`src/rtl/sep_pkg.sv`:
```
// Package: shared defaults and the record-width helper for the event packer.
// Assumes: record = timestamp, previous word, current word (MSB to LSB).
package sep_pkg;
    localparam int unsigned SEP_N_SAMP = 16;
    localparam int unsigned SEP_N_LVL  = 15;
    localparam int unsigned SEP_TS_W   = 16;
    localparam int unsigned SEP_DEPTH  = 16;

    // Width of one timestamped record for a given geometry.
    function automatic int unsigned sep_rec_w(input int unsigned n_samp,
                                              input int unsigned code_w,
                                              input int unsigned ts_w);
        return ts_w + 2 * n_samp * code_w;
    endfunction
endpackage

```
`src/rtl/sep_therm_enc.sv`:
```
// Module: sep_therm_enc
// Converts one comparator sample to a binary count of set bits and flags
// patterns that are not a clean thermometer (a set bit above a clear one).
// Assumes: bit 0 is the lowest threshold.
module sep_therm_enc #(
    parameter int unsigned N_LVL  = 15,
    parameter int unsigned CODE_W = $clog2(N_LVL + 1)
) (
    input  logic [N_LVL-1:0]  therm_i,
    output logic [CODE_W-1:0] code_o,
    output logic              bad_o
);
    // Count ones: exact for valid codes, a defined fallback for broken ones.
    always_comb begin
        code_o = '0;
        for (int i = 0; i < int'(N_LVL); i++) begin
            code_o = code_o + CODE_W'(therm_i[i]);
        end
    end

    // Detect any gap below a set comparator.
    always_comb begin
        bad_o = 1'b0;
        for (int i = 1; i < int'(N_LVL); i++) begin
            if (therm_i[i] && !therm_i[i-1]) bad_o = 1'b1;
        end
    end
endmodule

```
`src/rtl/sep_capture.sv`:
```
// Module: sep_capture
// Encodes all samples of a word, keeps a two-word ring (previous, current),
// raises the level-0 trigger for any non-zero word and tags it with the
// free-running coarse time. Assumes one new word on every clock.
module sep_capture #(
    parameter int unsigned N_SAMP = 16,
    parameter int unsigned N_LVL  = 15,
    parameter int unsigned CODE_W = $clog2(N_LVL + 1),
    parameter int unsigned TS_W   = 16
) (
    input  logic                     clk,
    input  logic                     rst_n,
    input  logic [N_SAMP*N_LVL-1:0]  samples_i,
    output logic [N_SAMP*CODE_W-1:0] cur_o,
    output logic [N_SAMP*CODE_W-1:0] prv_o,
    output logic [TS_W-1:0]          ts_o,
    output logic                     trig_o,
    output logic                     err_o
);
    localparam int unsigned WORD_W = N_SAMP * CODE_W;

    logic [WORD_W-1:0] enc_word;
    logic [N_SAMP-1:0] bad_vec;
    logic [N_SAMP-1:0] nz_vec;
    logic [WORD_W-1:0] cur_q, prv_q;
    logic [TS_W-1:0]   ts_cnt, ts_q;
    logic              trig_q, err_q;

    // One encoder per sample slot.
    for (genvar k = 0; k < int'(N_SAMP); k++) begin : g_enc
        sep_therm_enc #(.N_LVL(N_LVL), .CODE_W(CODE_W)) u_enc (
            .therm_i (samples_i[k*N_LVL +: N_LVL]),
            .code_o  (enc_word[k*CODE_W +: CODE_W]),
            .bad_o   (bad_vec[k])
        );
        assign nz_vec[k] = |enc_word[k*CODE_W +: CODE_W];
    end

    // Ring shift, trigger, coarse time and sticky error in one register stage.
    always_ff @(posedge clk) begin
        if (!rst_n) begin
            cur_q  <= '0;
            prv_q  <= '0;
            trig_q <= 1'b0;
            ts_cnt <= '0;
            ts_q   <= '0;
            err_q  <= 1'b0;
        end else begin
            cur_q  <= enc_word;
            prv_q  <= cur_q;
            trig_q <= |nz_vec;
            ts_q   <= ts_cnt;
            ts_cnt <= ts_cnt + 1'b1;
            if (|bad_vec) err_q <= 1'b1;
        end
    end

    assign cur_o  = cur_q;
    assign prv_o  = prv_q;
    assign ts_o   = ts_q;
    assign trig_o = trig_q;
    assign err_o  = err_q;

    AST_TS_STEP: assert property (@(posedge clk) disable iff (!rst_n)
        $past(rst_n) |-> ts_cnt == TS_W'($past(ts_cnt) + 1'b1));
    AST_RING_CHAIN: assert property (@(posedge clk) disable iff (!rst_n)
        $past(rst_n) |-> prv_q == $past(cur_q));
    AST_TRIG_NONZERO: assert property (@(posedge clk) disable iff (!rst_n)
        trig_q |-> cur_q != '0);
    AST_ERR_STICKY: assert property (@(posedge clk) disable iff (!rst_n)
        err_q |=> err_q);
endmodule

```
`src/rtl/sep_fifo.sv`:
```
// Module: sep_fifo
// Record-wide derandomising FIFO. A write request on a full FIFO is dropped
// whole and sets a sticky overflow flag; a read frees space one clock later.
// Assumes DEPTH >= 1; any depth, not only powers of two.
module sep_fifo #(
    parameter int unsigned WIDTH = 144,
    parameter int unsigned DEPTH = 16
) (
    input  logic             clk,
    input  logic             rst_n,
    input  logic             wr_req_i,
    input  logic [WIDTH-1:0] wr_data_i,
    output logic             rd_valid_o,
    output logic [WIDTH-1:0] rd_data_o,
    input  logic             rd_ready_i,
    output logic             ovf_o
);
    localparam int unsigned AW = (DEPTH > 1) ? $clog2(DEPTH) : 1;
    localparam int unsigned CW = $clog2(DEPTH + 1);
    localparam logic [AW-1:0] LAST = AW'(DEPTH - 1);

    logic [WIDTH-1:0] mem [DEPTH];
    logic [AW-1:0]    wr_ptr, rd_ptr;
    logic [CW-1:0]    count;
    logic             ovf_q;
    logic             full, do_wr, do_rd;

    assign full       = (count == CW'(DEPTH));
    assign do_wr      = wr_req_i && !full;
    assign rd_valid_o = (count != '0);
    assign do_rd      = rd_valid_o && rd_ready_i;
    assign rd_data_o  = mem[rd_ptr];
    assign ovf_o      = ovf_q;

    // Storage array: written only for accepted records.
    always_ff @(posedge clk) begin
        if (do_wr) mem[wr_ptr] <= wr_data_i;
    end

    // Pointers, occupancy and sticky overflow.
    always_ff @(posedge clk) begin
        if (!rst_n) begin
            wr_ptr <= '0;
            rd_ptr <= '0;
            count  <= '0;
            ovf_q  <= 1'b0;
        end else begin
            if (do_wr) wr_ptr <= (wr_ptr == LAST) ? '0 : wr_ptr + 1'b1;
            if (do_rd) rd_ptr <= (rd_ptr == LAST) ? '0 : rd_ptr + 1'b1;
            case ({do_wr, do_rd})
                2'b10:   count <= count + 1'b1;
                2'b01:   count <= count - 1'b1;
                default: count <= count;
            endcase
            if (wr_req_i && full) ovf_q <= 1'b1;
        end
    end

    AST_HOLD_STABLE: assert property (@(posedge clk) disable iff (!rst_n)
        rd_valid_o && !rd_ready_i |=> rd_valid_o && $stable(rd_data_o));
    AST_NO_OVERFLOW: assert property (@(posedge clk) disable iff (!rst_n)
        count <= CW'(DEPTH));
    AST_FULL_DROP: assert property (@(posedge clk) disable iff (!rst_n)
        full && wr_req_i && !rd_ready_i |=> full && ovf_q);
    AST_OVF_STICKY: assert property (@(posedge clk) disable iff (!rst_n)
        ovf_q |=> ovf_q);
endmodule

```
`src/rtl/sample_event_packer.sv`:
```
// Module: sample_event_packer (top)
// Packs 16 thermometer samples per clock into 144-bit timestamped records,
// writes them only on trigger clocks and queues them for a valid/ready reader.
// Assumes samples_i carries a fresh word on every clock.
module sample_event_packer #(
    parameter int unsigned N_SAMP     = sep_pkg::SEP_N_SAMP,
    parameter int unsigned N_LVL      = sep_pkg::SEP_N_LVL,
    parameter int unsigned TS_W       = sep_pkg::SEP_TS_W,
    parameter int unsigned FIFO_DEPTH = sep_pkg::SEP_DEPTH,
    localparam int unsigned CODE_W    = $clog2(N_LVL + 1),
    localparam int unsigned REC_W     = sep_pkg::sep_rec_w(N_SAMP, CODE_W, TS_W)
) (
    input  logic                    clk,
    input  logic                    rst_n,
    input  logic [N_SAMP*N_LVL-1:0] samples_i,
    input  logic                    rd_ready_i,
    output logic                    rd_valid_o,
    output logic [REC_W-1:0]        rd_data_o,
    output logic                    therm_err_o,
    output logic                    overflow_o
);
    localparam int unsigned WORD_W = N_SAMP * CODE_W;

    logic [WORD_W-1:0] cur_w, prv_w;
    logic [TS_W-1:0]   ts_w;
    logic              trig;

    // Sample encoding, two-word ring, trigger and coarse time.
    sep_capture #(
        .N_SAMP(N_SAMP), .N_LVL(N_LVL), .CODE_W(CODE_W), .TS_W(TS_W)
    ) u_capture (
        .clk       (clk),
        .rst_n     (rst_n),
        .samples_i (samples_i),
        .cur_o     (cur_w),
        .prv_o     (prv_w),
        .ts_o      (ts_w),
        .trig_o    (trig),
        .err_o     (therm_err_o)
    );

    // Shared path for single hits and waveforms.
    sep_fifo #(.WIDTH(REC_W), .DEPTH(FIFO_DEPTH)) u_fifo (
        .clk        (clk),
        .rst_n      (rst_n),
        .wr_req_i   (trig),
        .wr_data_i  ({ts_w, prv_w, cur_w}),
        .rd_valid_o (rd_valid_o),
        .rd_data_o  (rd_data_o),
        .rd_ready_i (rd_ready_i),
        .ovf_o      (overflow_o)
    );
endmodule

```
`config.mk`:
```
export PLATFORM = sky130hd
export DESIGN_NAME = sample_event_packer
export DESIGN_NICKNAME = d
export VERILOG_FILES = /design/src/rtl/sep_pkg.sv /design/src/rtl/sep_therm_enc.sv /design/src/rtl/sep_capture.sv /design/src/rtl/sep_fifo.sv /design/src/rtl/sample_event_packer.sv
export SDC_FILE = /design/constraint.sdc
export NUM_CORES = 2
export LEC_CHECK = 0
export BUFFER_PORTS_ARGS = -buffer_cell sky130_fd_sc_hd__buf_2
export CAP_MARGIN = 0
export CORE_ASPECT_RATIO = 0.9
export CORE_UTILIZATION = 45
export DETAILED_ROUTE_END_ITERATION = 8
export PLACE_DENSITY_LB_ADDON = 0.3
export SETUP_SLACK_MARGIN = 0.4
export SLEW_MARGIN = 10
export SYNTH_ARGS = -nofsm -noshare
export SYNTH_HDL_FRONTEND = slang
export SYNTH_SLANG_ARGS = --single-unit
export TNS_END_PERCENT = 10
```
`constraint.sdc`:
```
create_clock -name clk -period 14.65 [get_ports clk]
set_clock_uncertainty 0.1 [all_clocks]
set_input_delay 4.395 -clock clk [delete_from_list [all_inputs] [get_ports clk]]
set_output_delay 4.395 -clock clk [all_outputs]
set_load 0.02 [all_outputs]
```
==> impl_metrics.ini <==
[clock_network]
clock-sinks = 2484
clkLatencyLatePin_ns = 0.85
clkTransAtPathRegs_ns = 0.06
ctsResizeCount = 0
cts-root-buf = clkbuf_16
hold_buffers = 0
htreeDepth = 4
cts_tree = built
numCtsBuffers = 231
clockBufferDepth = 3
post_cts_buffers = 0

[cells_and_area]
multi_input_area_sq_um = 23800
fin_area_sq_um = 112000
seqCellArea_sq_um = 72800
drive_gt1_share_pct = 29.2
fill_cells = 16952
syn_to_final_growth_pct = 13.3
nNetsFinal = 5515

[run]
max-cap-violations = 0

[synthesis]
syn_nets = 5012
synthCells = 4550
yosys_warnings = 0
ys_seq_area_share_pct = 73.8
ys_types = 41
ys_seq_elements = 2484
avgSynthCellArea_sq_um = 21.7
syn_area_sq_um = 98600

[global_route]
grt_use_total_pct = 23.6
overflow = 0
antenna_found_initial = 48
grt_first_pass_wirelength_um = 365000
grt_pass1_vias = 47934
grt_max_degree = 131

[worst_setup_path]
cp-start-kind = flip-flop
cp_max_fo = 64
rr_startpoint = u_fifo.count[0]
rrSetupSlack_ns = 10.16
rr_endpoint = u_fifo.mem[4][69]
cp.required_ns = 10.15
cp-end-kind = output pin
r2r_cells = 6
critPathCapture = rd_data_o[108]
worst_ep_arrival_time_ns = 4.85
crit_type = reg -> out

[detailed_routing]
ant_nets = 0
wirelength_um = 259000
num_vias = 46977
first_iter_violations = 5128
via_per_inst = 5.77
drt-pass1-iter-count = 5
drc = 0
wl_per_cell_um = 31.9

[timing]
setup_viol = 0
final.period_utilization_pct = 63.8
fin_ws_ns = 5.30
fin_crit_ns = 9.35
max_freq_mhz = 107
slew_headroom_pct = 19.4
slew_violations = 0
tightest_slew_ns = 1.21
hold_viol_final = 0
rsz0062_at_grt = no
setup_tns_ns = 0

[floorplanning]
num_io_pins = 390
rows = 162
die-area_sq_um = 221000
fp.dieW_um = 495
die_y_um = 446
initial_core_util_pct = 45.4
coreArea_sq_um = 217000

[placement]
gp_congestion = 0.960
dp_hpwl_um = 156000
io_buffers = 389
place_area_sq_um = 104000
pre_cts_ws_ns = 5.46

[worst_hold_path]
min-delay-start = u_capture.ts_cnt[0]
min_delay_path_depth = 1
hold_class = reg -> reg

[power]
powerDensity_nw_per_um2 = 173
p_leak_nw = 36.7
ir_drop_v = 0.000151

[outcome]
status = finished, final reports clean
[logic make-up after synthesis]
group / Yosys count / share of synthesized area, %
adders and majority gates: 219 / 4.00
AOI/OAI and AO/OA: 147 / 1.01
xor gates and xnor gates: 31 / 0.275
muxes: 723 / 16.3
and+or+nand+nor: 431 / 2.42
buffers and inverters: 515 / 2.16
DFF: 2484 / 73.8
[routing by layer]
layer  global-route usage [%]  vias to the layer above  routed length [um]
met5                        0                        -                 256
met4                     6.62                       40                7390
met3                     4.24                      351               17300
met2                     38.3                     1805              128000
met1                     32.9                    25434              106000
li1                         -                    19347                   -
[critical path, cell delays in order, from the launching register on]
cell and delay (ns):
dfxtp_4 1.04, buf_4 0.86, buf_4 0.81, mux4_2 0.42
mux4_2 0.52, buf_2 0.19
[layout make-up]
cell class | instances | area share, %
multi-input cells | 1551 | 21.3
clock inverters | 88 | 0.739
flip-flops and latches | 2484 | 65.2
repair buffers | 457 | 2.39
inverters | 328 | 1.10
diodes | 12 | 0.0269
well taps | 2870 | 3.21
clock buffers | 347 | 6.05
[how the worst min path moves through the flow]
stage	slack, ns	to
floorplan	0.32	u_capture.ts_cnt[0]
global placement	0.34	u_capture.ts_cnt[0]
detailed placement	0.36	u_capture.ts_cnt[0]
CTS	0.37	u_capture.ts_cnt[0]
global route	0.40	u_capture.ts_cnt[0]
finish	0.37	u_capture.ts_cnt[0]
[synth_stat cells, drive strengths merged]
cell        n  area share [%]
edfxtp   2304              70
mux4      708              16
inv       328             1.2
dfxtp     180             3.7
fa        161             3.3
and2      139            0.88
buf       108            0.61
nor2      102            0.39
clkbuf     79            0.30
nand2b     79            0.50
ha         58            0.74
a21oi      45            0.23
nor4       28            0.18
o2111ai    23            0.20
nor2b      22            0.14
xnor2      18            0.16
nand2      16           0.061
mux2i      15            0.15
o221ai     15            0.13
o22ai      15           0.095
o21ai      14           0.071
xor2       13            0.12
a211oi     12           0.091
nand4      12           0.076
nand3      11           0.056
a21o        9           0.069
nor3        7           0.036
and3        6           0.038
a22o        4           0.036
a31oi       4           0.025
or4         4           0.030
or3         3           0.019
a21boi      2           0.019
nor4b       2           0.018
o31ai       2           0.015
a2111oi     1          0.0089
o41a        1           0.011
[state kept, by name, indices dropped and copies added (netlist names), named ones only]
register          count
u_fifo.ovf_o          1
u_fifo.rd_ptr         4
u_fifo.wr_ptr         4
u_capture.prv_o      64
u_capture.ts_o       16
u_capture.ts_cnt     16
u_fifo.count          5
u_capture.err_o       1
u_capture.trig_o      1
u_capture.cur_o      64
u_fifo.mem         2304
[report_power, final]
| part | internal, mW | leakage, nW | switching [mW] |
|---|---|---|---|
| Combinational | 1.97 | 10.3 | 2.39 |
| Clock | 3.41 | 3.74 | 2.52 |
| Sequential | 8.53 | 22.7 | 0.569 |
[cell usage in the layout, fill, tap and decap left out, types with 28 or more instances in the layout]
cell,n
buf_2,388
clkbuf_1,67
nor2_1,90
buf_4,52
nor4_1,28
a21oi_1,45
clkbuf_8,44
clkinv_2,38
nand2b_1,79
dfxtp_1,176
inv_1,327
ha_1,58
fa_1,161
clkbuf_16,236
and2_1,139
mux4_2,708
edfxtp_1,2304
[per-stage QoR]
step                      cells  total power [mW]  utilization (%)  hold slack (ns)
after CTS                  8125              19.6             51.5            0.373
after global routing       8131              20.1             51.5            0.399
after detailed placement   7690              13.7             48.0            0.358
final                      8137              19.4             51.5            0.373
after global placement     7690              13.6             48.0            0.342
after floorplan            4550              12.0                -            0.321
(Power assumes the default switching activity.)
